## src/rtl/pata_pio_pkg.sv

```systemverilog
`timescale 1ns/1ps
package pata_pio_pkg;

   localparam int NUM_MODES = 5;

   typedef enum logic [1:0] {
      PH_IDLE  = 2'd0,
      PH_SETUP = 2'd1,
      PH_PULSE = 2'd2,
      PH_RECOV = 2'd3
   } phase_t;

   function automatic int ceil_div(input int num, input int den);
      return (num + den - 1) / den;
   endfunction

   function automatic int setup_ns(input int m);
      case (m)
         0: return 70;
         1: return 50;
         2: return 30;
         3: return 30;
         default: return 25;
      endcase
   endfunction

   function automatic int pulse_ns(input int m);
      case (m)
         0, 1, 2: return 290;
         3: return 80;
         default: return 70;
      endcase
   endfunction

   function automatic int cycle_ns(input int m);
      case (m)
         0: return 600;
         1: return 383;
         2: return 240;
         3: return 180;
         default: return 120;
      endcase
   endfunction

   // recovery after the strobe, raised to the floor when the nominal is short
   function automatic int recov_ns(input int m, input int floor_ns);
      int r;
      r = cycle_ns(m) - setup_ns(m) - pulse_ns(m);
      return (r < floor_ns) ? floor_ns : r;
   endfunction

endpackage

```

## src/rtl/pata_mode_timing.sv

```systemverilog
`timescale 1ns/1ps
module pata_mode_timing
   import pata_pio_pkg::*;
#(
   parameter int CLK_PERIOD_NS = 4,
   parameter int MIN_RECOV_NS  = 25,
   parameter int CNT_W         = 8,
   parameter int MODE_W        = 3
) (
   input  logic [MODE_W-1:0] mode_i,
   output logic [CNT_W-1:0]  setup_o,
   output logic [CNT_W-1:0]  pulse_o,
   output logic [CNT_W-1:0]  recov_o
);

   localparam int TBL_N = 2 ** MODE_W;

   logic [CNT_W-1:0] tbl_setup [TBL_N];
   logic [CNT_W-1:0] tbl_pulse [TBL_N];
   logic [CNT_W-1:0] tbl_recov [TBL_N];

   for (genvar m = 0; m < TBL_N; m++) begin : g_mode
      // codes past the last mode reuse the fastest mode
      localparam int MI = (m < NUM_MODES) ? m : NUM_MODES - 1;
      localparam int SC = ceil_div(setup_ns(MI), CLK_PERIOD_NS);
      localparam int PC = ceil_div(pulse_ns(MI), CLK_PERIOD_NS);
      localparam int RC = ceil_div(recov_ns(MI, MIN_RECOV_NS), CLK_PERIOD_NS);

      if (SC >= 2 ** CNT_W || PC >= 2 ** CNT_W || RC >= 2 ** CNT_W) begin : g_wide
         $error("CNT_W too narrow for mode timing");
      end

      assign tbl_setup[m] = CNT_W'(SC);
      assign tbl_pulse[m] = CNT_W'(PC);
      assign tbl_recov[m] = CNT_W'(RC);
   end

   assign setup_o = tbl_setup[mode_i];
   assign pulse_o = tbl_pulse[mode_i];
   assign recov_o = tbl_recov[mode_i];

endmodule

```

## src/rtl/pata_phase_fsm.sv

```systemverilog
`timescale 1ns/1ps
module pata_phase_fsm
   import pata_pio_pkg::*;
#(
   parameter int CNT_W    = 8,
   parameter int HOLD_CLK = 4
) (
   input  logic             clk,
   input  logic             rst_n,
   input  logic             start_i,
   input  logic             ready_i,
   input  logic [CNT_W-1:0] setup_i,
   input  logic [CNT_W-1:0] pulse_i,
   input  logic [CNT_W-1:0] recov_i,
   output phase_t           phase_o,
   output logic             cs_on_o,
   output logic             sample_o,
   output logic             done_o
);

   localparam logic [CNT_W-1:0] HOLD_C = CNT_W'(HOLD_CLK);

   phase_t           phase_q;
   logic [CNT_W-1:0] cnt_q;
   logic [CNT_W-1:0] setup_q;
   logic [CNT_W-1:0] pulse_q;
   logic [CNT_W-1:0] recov_q;
   logic             done_q;
   logic             pulse_spent;

   assign pulse_spent = (cnt_q >= pulse_q - 1'b1);
   assign sample_o    = (phase_q == PH_PULSE) && pulse_spent && ready_i;

   always_ff @(posedge clk) begin
      if (!rst_n) begin
         phase_q <= PH_IDLE;
         cnt_q   <= '0;
         setup_q <= '0;
         pulse_q <= '0;
         recov_q <= '0;
         done_q  <= 1'b0;
      end else begin
         done_q <= 1'b0;
         case (phase_q)
            PH_IDLE: begin
               if (start_i) begin
                  phase_q <= PH_SETUP;
                  cnt_q   <= '0;
                  setup_q <= setup_i;
                  pulse_q <= pulse_i;
                  recov_q <= recov_i;
               end
            end
            PH_SETUP: begin
               if (cnt_q == setup_q - 1'b1) begin
                  phase_q <= PH_PULSE;
                  cnt_q   <= '0;
               end else begin
                  cnt_q <= cnt_q + 1'b1;
               end
            end
            PH_PULSE: begin
               if (pulse_spent) begin
                  if (ready_i) begin
                     phase_q <= PH_RECOV;
                     cnt_q   <= '0;
                  end
               end else begin
                  cnt_q <= cnt_q + 1'b1;
               end
            end
            default: begin
               if (cnt_q == recov_q - 1'b1) begin
                  phase_q <= PH_IDLE;
                  cnt_q   <= '0;
                  done_q  <= 1'b1;
               end else begin
                  cnt_q <= cnt_q + 1'b1;
               end
            end
         endcase
      end
   end

   assign phase_o = phase_q;
   assign done_o  = done_q;
   assign cs_on_o = (phase_q == PH_SETUP) || (phase_q == PH_PULSE) ||
                    ((phase_q == PH_RECOV) && (cnt_q < HOLD_C));

endmodule

```

## src/rtl/pata_bus_drive.sv

```systemverilog
`timescale 1ns/1ps
module pata_bus_drive
   import pata_pio_pkg::*;
#(
   parameter int DATA_W = 16,
   parameter int ADDR_W = 3
) (
   input  logic              clk,
   input  logic              rst_n,
   input  logic              start_i,
   input  logic              wr_i,
   input  logic              ctl_i,
   input  logic [ADDR_W-1:0] addr_i,
   input  logic [DATA_W-1:0] wdata_i,
   input  phase_t            phase_i,
   input  logic              cs_on_i,
   input  logic              sample_i,
   input  logic [DATA_W-1:0] bus_in_i,
   output logic              cs0_n_o,
   output logic              cs1_n_o,
   output logic [ADDR_W-1:0] addr_o,
   output logic              dior_n_o,
   output logic              diow_n_o,
   output logic [DATA_W-1:0] bus_out_o,
   output logic              bus_oe_o,
   output logic [DATA_W-1:0] rd_data_o
);

   logic              wr_q;
   logic              ctl_q;
   logic [ADDR_W-1:0] addr_q;
   logic [DATA_W-1:0] wdata_q;
   logic [DATA_W-1:0] rd_q;

   always_ff @(posedge clk) begin
      if (!rst_n) begin
         wr_q    <= 1'b0;
         ctl_q   <= 1'b0;
         addr_q  <= '0;
         wdata_q <= '0;
         rd_q    <= '0;
      end else begin
         if (start_i) begin
            wr_q    <= wr_i;
            ctl_q   <= ctl_i;
            addr_q  <= addr_i;
            wdata_q <= wdata_i;
         end
         if (sample_i && !wr_q) begin
            rd_q <= bus_in_i;
         end
      end
   end

   assign cs0_n_o   = !(cs_on_i && !ctl_q);
   assign cs1_n_o   = !(cs_on_i && ctl_q);
   assign addr_o    = addr_q;
   assign dior_n_o  = !((phase_i == PH_PULSE) && !wr_q);
   assign diow_n_o  = !((phase_i == PH_PULSE) && wr_q);
   assign bus_oe_o  = wr_q && ((phase_i == PH_SETUP) || (phase_i == PH_PULSE));
   assign bus_out_o = wdata_q;
   assign rd_data_o = rd_q;

endmodule

```

## src/rtl/pata_pio_strobe.sv

```systemverilog
`timescale 1ns/1ps
module pata_pio_strobe
   import pata_pio_pkg::*;
#(
   parameter int CLK_PERIOD_NS = 4,
   parameter int MIN_RECOV_NS  = 25,
   parameter int CS_HOLD_NS    = 15,
   parameter int CNT_W         = 8,
   parameter int MODE_W        = 3,
   parameter int DATA_W        = 16,
   parameter int ADDR_W        = 3
) (
   input  logic              clk,
   input  logic              rst_n,
   input  logic [MODE_W-1:0] mode_sel,
   input  logic              req,
   input  logic              req_write,
   input  logic              req_ctl,
   input  logic [ADDR_W-1:0] req_addr,
   input  logic [DATA_W-1:0] req_wdata,
   output logic              busy,
   output logic              ack,
   output logic [DATA_W-1:0] rd_data,
   input  logic              dev_ready,
   output logic              ata_cs0_n,
   output logic              ata_cs1_n,
   output logic [ADDR_W-1:0] ata_addr,
   output logic              ata_dior_n,
   output logic              ata_diow_n,
   output logic [DATA_W-1:0] ata_data_out,
   output logic              ata_data_oe,
   input  logic [DATA_W-1:0] ata_data_in
);

   localparam int HOLD_CLK  = ceil_div(CS_HOLD_NS, CLK_PERIOD_NS);
   localparam int FLOOR_CLK = ceil_div(MIN_RECOV_NS, CLK_PERIOD_NS);

   if (CLK_PERIOD_NS < 1) begin : g_bad_clk
      $error("CLK_PERIOD_NS must be positive");
   end
   if (CS_HOLD_NS < 1 || HOLD_CLK >= FLOOR_CLK) begin : g_bad_hold
      $error("chip-select hold must be positive and end inside recovery");
   end
   if (MODE_W < 3) begin : g_bad_mode
      $error("MODE_W must cover modes 0 to 4");
   end

   logic [CNT_W-1:0] setup_c;
   logic [CNT_W-1:0] pulse_c;
   logic [CNT_W-1:0] recov_c;
   phase_t           phase;
   logic             cs_on;
   logic             sample;
   logic             start;

   assign busy  = (phase != PH_IDLE);
   assign start = req && !busy;

   pata_mode_timing #(
      .CLK_PERIOD_NS (CLK_PERIOD_NS),
      .MIN_RECOV_NS  (MIN_RECOV_NS),
      .CNT_W         (CNT_W),
      .MODE_W        (MODE_W)
   ) u_timing (
      .mode_i  (mode_sel),
      .setup_o (setup_c),
      .pulse_o (pulse_c),
      .recov_o (recov_c)
   );

   pata_phase_fsm #(
      .CNT_W    (CNT_W),
      .HOLD_CLK (HOLD_CLK)
   ) u_fsm (
      .clk      (clk),
      .rst_n    (rst_n),
      .start_i  (start),
      .ready_i  (dev_ready),
      .setup_i  (setup_c),
      .pulse_i  (pulse_c),
      .recov_i  (recov_c),
      .phase_o  (phase),
      .cs_on_o  (cs_on),
      .sample_o (sample),
      .done_o   (ack)
   );

   pata_bus_drive #(
      .DATA_W (DATA_W),
      .ADDR_W (ADDR_W)
   ) u_bus (
      .clk       (clk),
      .rst_n     (rst_n),
      .start_i   (start),
      .wr_i      (req_write),
      .ctl_i     (req_ctl),
      .addr_i    (req_addr),
      .wdata_i   (req_wdata),
      .phase_i   (phase),
      .cs_on_i   (cs_on),
      .sample_i  (sample),
      .bus_in_i  (ata_data_in),
      .cs0_n_o   (ata_cs0_n),
      .cs1_n_o   (ata_cs1_n),
      .addr_o    (ata_addr),
      .dior_n_o  (ata_dior_n),
      .diow_n_o  (ata_diow_n),
      .bus_out_o (ata_data_out),
      .bus_oe_o  (ata_data_oe),
      .rd_data_o (rd_data)
   );

endmodule

```

## config.mk

```make
export PLATFORM = sky130hd
export DESIGN_NAME = pata_pio_strobe
export DESIGN_NICKNAME = d
export VERILOG_FILES = /design/src/rtl/pata_pio_pkg.sv /design/src/rtl/pata_mode_timing.sv /design/src/rtl/pata_phase_fsm.sv /design/src/rtl/pata_bus_drive.sv /design/src/rtl/pata_pio_strobe.sv
export SDC_FILE = /design/constraint.sdc
export NUM_CORES = 1
export LEC_CHECK = 0
export BUFFER_PORTS_ARGS = -buffer_cell sky130_fd_sc_hd__buf_2
export CORE_ASPECT_RATIO = 1.5
export CORE_MARGIN = 1
export CORE_UTILIZATION = 40
export CTS_BUF_LIST = sky130_fd_sc_hd__clkbuf_2
export DETAILED_ROUTE_END_ITERATION = 10
export PLACE_DENSITY = 0.72
export REMOVE_ABC_BUFFERS = 1
export SYNTH_ARGS = -nofsm -noshare
export SYNTH_HDL_FRONTEND = slang
export SYNTH_SLANG_ARGS = --single-unit
```

## constraint.sdc

```tcl
create_clock -name clk -period 3.58 [get_ports clk]
set_input_delay 0.358 -clock clk [delete_from_list [all_inputs] [get_ports clk]]
set_output_delay 0.358 -clock clk [all_outputs]
set_load 0.005 [all_outputs]
```

==> out/summary.log <==
qor: outcome.outcome finished clean
qor: logic_synthesis.postSynth.topFlopCell sky130_fd_sc_hd__dfxtp_1
qor: cells_and_area.design.final.nets 538
qor: worst_setup_path.critical_path.startpoint_type flop
qor: placement.routabilityCongestion 0.870
qor: logic_synthesis.synth_seq_cells 61
qor: worst_setup_path.library_cell_contributing_the_largest_single_delay_on_the_critical_path sky130_fd_sc_hd__dfxtp_1
qor: cells_and_area.drive_above_1_share 24.3%
qor: logic_synthesis.synthesis.area_per_instance 8.25 um^2
qor: worst_setup_path.critical_path.max_fanout 11
qor: global_routing.global_route.peak_usage_layer met2
qor: power_and_ir_drop.share_seq_of_total_power 39.9%
qor: routing.num_vias 3006
qor: timing.max_slew_margin 30.8%
qor: worst_setup_path.worst_ep_required_time 4.07 ns
qor: global_routing.grt_util_all_layers 19.5%
qor: logic_synthesis.synth-async-reset-ratio 0%
qor: global_routing.vias_in_the_first_global_route 2896
qor: worst_setup_path.critPathArrivalTime 3.30 ns
qor: timing.finalSetupViolCount 0
qor: routing.viasPerCell 5.18
qor: timing.maxSlewViolCount 0
qor: floorplan.design.die.area 8330 um^2
qor: timing.timing.clock.skew 0.0375 ns
qor: cells_and_area.layout.cells.most_common sky130_fd_sc_hd__buf_2
qor: power_and_ir_drop.power.net_switching 725 uW
qor: power_and_ir_drop.cellLeakagePower 0.00177 uW
qor: timing.final_min_period_over_clock_period 78.3%
qor: worst_setup_path.timing.critical_path.max_delay_family compound AO/OA/AOI/OAI gates
qor: timing.rsz0062_at_grt no
qor: routing.finalWirelength 7680 um
qor: global_routing.grt_use_met3 6.00%
qor: worst_setup_path.worst_path_largest_cell_delay 0.37 ns
qor: floorplan.rows 39
qor: global_routing.grt_max_degree 41
qor: worst_hold_path.min-delay-path-class in2reg
qor: cts.cts_htree_levels 3
qor: cells_and_area.num_antenna_cells 0
qor: global_routing.use_met1 20.3%
qor: logic_synthesis.synth.distinct_cells 51
qor: cts.cts_buffers 9
qor: routing.starting_drt_drc_count 102
qor: placement.place.port_buffers 85
qor: logic_synthesis.syn-instance-count 386
qor: worst_setup_path.worst-path-buf-inv 1
qor: cells_and_area.area_delta_synth_final 23.0%
qor: cells_and_area.area.sequential 1220 um^2
qor: timing.worst_slack 0.776 ns
qor: timing.finalCriticalPeriod 2.80 ns
qor: cts.clk_pin_slew 0.20 ns
qor: global_routing.global_route.usage.met2 33.5%
qor: cells_and_area.most-common-layout-cells sky130_fd_sc_hd__buf_2 (85), sky130_fd_sc_hd__dfxtp_1 (61), sky130_fd_sc_hd__nand2_1 (57), sky130_fd_sc_hd__nor2_1 (40), sky130_fd_sc_hd__a21oi_1 (37)
qor: worst_setup_path.critical-path-top-cell-by-count sky130_fd_sc_hd__o21ai_1
qor: global_routing.grt_pass1_wl 12500 um
qor: power_and_ir_drop.power_density_cells 534 nW/um^2
qor: cts.postCtsSetupBuffers 0
qor: cts.cts_tree yes
qor: logic_synthesis.yosysWarnings 0
qor: run.drv_cap 0
qor: cts.clock-sinks 61
qor: timing.tightest_slew 1.04 ns
qor: routing.wl_per_cell 13.2 um
qor: worst_setup_path.crit_chain inv_1, ha_1, nor3b_1, xnor2_1, ha_1, a211o_1, a21oi_1, o21ai_1, a31o_2, nor4b_1, o21ai_1, o21ai_1
qor: logic_synthesis.synth_edf_count 0
qor: timing.final-hold-violation-count 0
qor: cts.cts.root.buffer_cell sky130_fd_sc_hd__clkbuf_2
qor: power_and_ir_drop.power.ir.vdd_worst 0.383 mV
qor: logic_synthesis.synth_sequential_area_ratio 38.3%
qor: placement.place_area 3640 um^2
qor: power_and_ir_drop.p_comb_share 32.9%
qor: global_routing.grt_overflow_total 0
qor: global_routing.grt_antenna_before_repair 0
qor: floorplan.pin_count 86
qor: timing.maxClockFrequency 0.357 GHz
qor: power_and_ir_drop.switching_share 34.7%
qor: power_and_ir_drop.internal_portion_of_total_power 1370 uW
qor: worst_setup_path.critical_path_class reg2reg
qor: timing.fin_setup_tns 0 ns
qor: routing.detail_route.drc_violations 0
qor: worst_setup_path.ff2ff_setup_slack 0.78 ns
qor: floorplan.design.core.area 7660 um^2
qor: logic_synthesis.mappedNetlistArea 3180 um^2
qor: cells_and_area.filler_cell_count 745
qor: cells_and_area.postLayoutCellArea 3920 um^2
qor: routing.ant_nets 0
qor: floorplan.die_w 74.9 um
qor: power_and_ir_drop.portion_of_total_power_attributed_to_the_clock_network 27.2%
qor: cells_and_area.multi_input_area 1770 um^2
qor: timing.whs 0.0524 ns
qor: placement.place_worst_setup_slack 0.798 ns
qor: floorplan.dieHeight 111 um
qor: worst_setup_path.worstSetupEndpointType flop
qor: placement.place_hpwl 5450 um
qor: cts.clock_insertion_delay_worst_skew 0.54 ns
qor: routing.firstDrtPassIters 5
qor: cts.clock_tree.buffer_depth 2
qor: floorplan.initial_standard_cell_utilization_of_the_core 41.6%
[metal layers]
layer	vias to the layer above	routed length, um
met5	-	0
met3	26	368
met2	105	3930
met1	1385	3120
met4	0	265
li1	1490	-
[logic make-up (layout without fill, tap and decap cells)]
group / after synthesis / count (layout) / synth area share [%]
simple gates: 153 / 153 / 23.1
compound gates: 74 / 74 / 14.0
flops: 61 / 61 / 38.3
buf+inv: 43 / 135 / 6.25
fa+ha+maj: 21 / 21 / 8.25
mux: 19 / 19 / 5.97
xor+xnor: 15 / 15 / 4.13
[cells in the mapped netlist, types with 2 or more instances]
cell                       number  area, um^2
sky130_fd_sc_hd__dfxtp_1       61        1220
sky130_fd_sc_hd__nand2_1       57         214
sky130_fd_sc_hd__nor2_1        40         150
sky130_fd_sc_hd__a21oi_1       37         185
sky130_fd_sc_hd__ha_1          21         263
sky130_fd_sc_hd__inv_1         19        71.3
sky130_fd_sc_hd__mux2i_1       19         190
sky130_fd_sc_hd__clkbuf_1      13        48.8
sky130_fd_sc_hd__nand3_1       12        60.1
sky130_fd_sc_hd__xnor2_1       12         105
sky130_fd_sc_hd__o21ai_1       11        55.1
sky130_fd_sc_hd__nor3_1         9        45.0
sky130_fd_sc_hd__a31oi_1        5        31.3
sky130_fd_sc_hd__nor4_1         5        31.3
sky130_fd_sc_hd__and3_2         4        30.0
sky130_fd_sc_hd__nand2b_1       4        25.0
sky130_fd_sc_hd__a211oi_1       3        22.5
sky130_fd_sc_hd__and2_1         3        18.8
sky130_fd_sc_hd__and3_1         3        18.8
sky130_fd_sc_hd__buf_2          3        15.0
sky130_fd_sc_hd__buf_6          3        33.8
sky130_fd_sc_hd__nor4b_1        3        26.3
sky130_fd_sc_hd__o21ai_0        3        15.0
sky130_fd_sc_hd__xor2_1         3        26.3
sky130_fd_sc_hd__a21o_1         2        15.0
sky130_fd_sc_hd__buf_1          2        7.51
sky130_fd_sc_hd__buf_4          2        15.0
sky130_fd_sc_hd__nor2b_1        2        12.5
sky130_fd_sc_hd__nor3b_1        2        15.0
sky130_fd_sc_hd__nor3b_2        2        25.0
[final timing paths]
kind                                         from                               to  cells past startpoint
setup reg to reg    u_fsm.pulse_q[3]$_SDFFE_PN0P_      u_fsm.cnt_q[5]$_SDFFE_PN0P_                     12
setup / recovery    u_fsm.pulse_q[3]$_SDFFE_PN0P_      u_fsm.cnt_q[5]$_SDFFE_PN0P_                     12
hold reg to reg   u_bus.bus_out_o[9]$_SDFFE_PN0P_  u_bus.bus_out_o[9]$_SDFFE_PN0P_                      2
hold / removal                        req_addr[1]     u_bus.addr_o[1]$_SDFFE_PN0P_                      3
[power by group through the flow]
stage	clock network, uW	logic (uW)	registers, uW
2_1_floorplan	0	477	839
3_3_place_gp	0	655	845
3_5_place_dp	0	674	849
4_1_cts	581	689	835
5_1_grt	601	765	850
6_report	568	688	835
[worst min-delay path, stage by stage]
cell and delay, ns:
sky130_fd_sc_hd__buf_2 0.10, sky130_fd_sc_hd__nand2_1 0.05, sky130_fd_sc_hd__a21oi_1 0.05
[cell type report]
class	count	area share, %
clock inverter	7	2.91
timing repair buffer	100	14.5
clock buffer	9	1.15
multi-input combinational	282	45.2
tap	102	3.26
sequential	61	31.2
inverter	19	1.82
[state kept, by name, indices dropped and copies added (netlist names)]
name,count
u_bus.ctl_q,1
u_fsm.recov_q,6
u_fsm.cnt_q,8
u_bus.rd_data_o,16
u_fsm.setup_q,3
u_bus.bus_out_o,16
u_fsm.pulse_q,4
u_fsm.phase_o,2
u_bus.addr_o,3
u_bus.wr_q,1
u_fsm.done_o,1
[what timing repair did]
item	CTS	global route
hold buffers	12	0
hold endpoints to repair	12	0
resized for setup	0	0
[stage by stage]
| step | total power, uW | utilization (%) | cells |
|---|---|---|---|
| floorplan | 1320 | - | 362 |
| global placement | 1500 | 47.5 | 552 |
| detailed placement | 1520 | 47.5 | 552 |
| CTS | 2110 | 51.1 | 580 |
| global route | 2220 | 51.1 | 580 |
| finish | 2090 | 51.1 | 580 |
(Power assumes the default switching activity.)
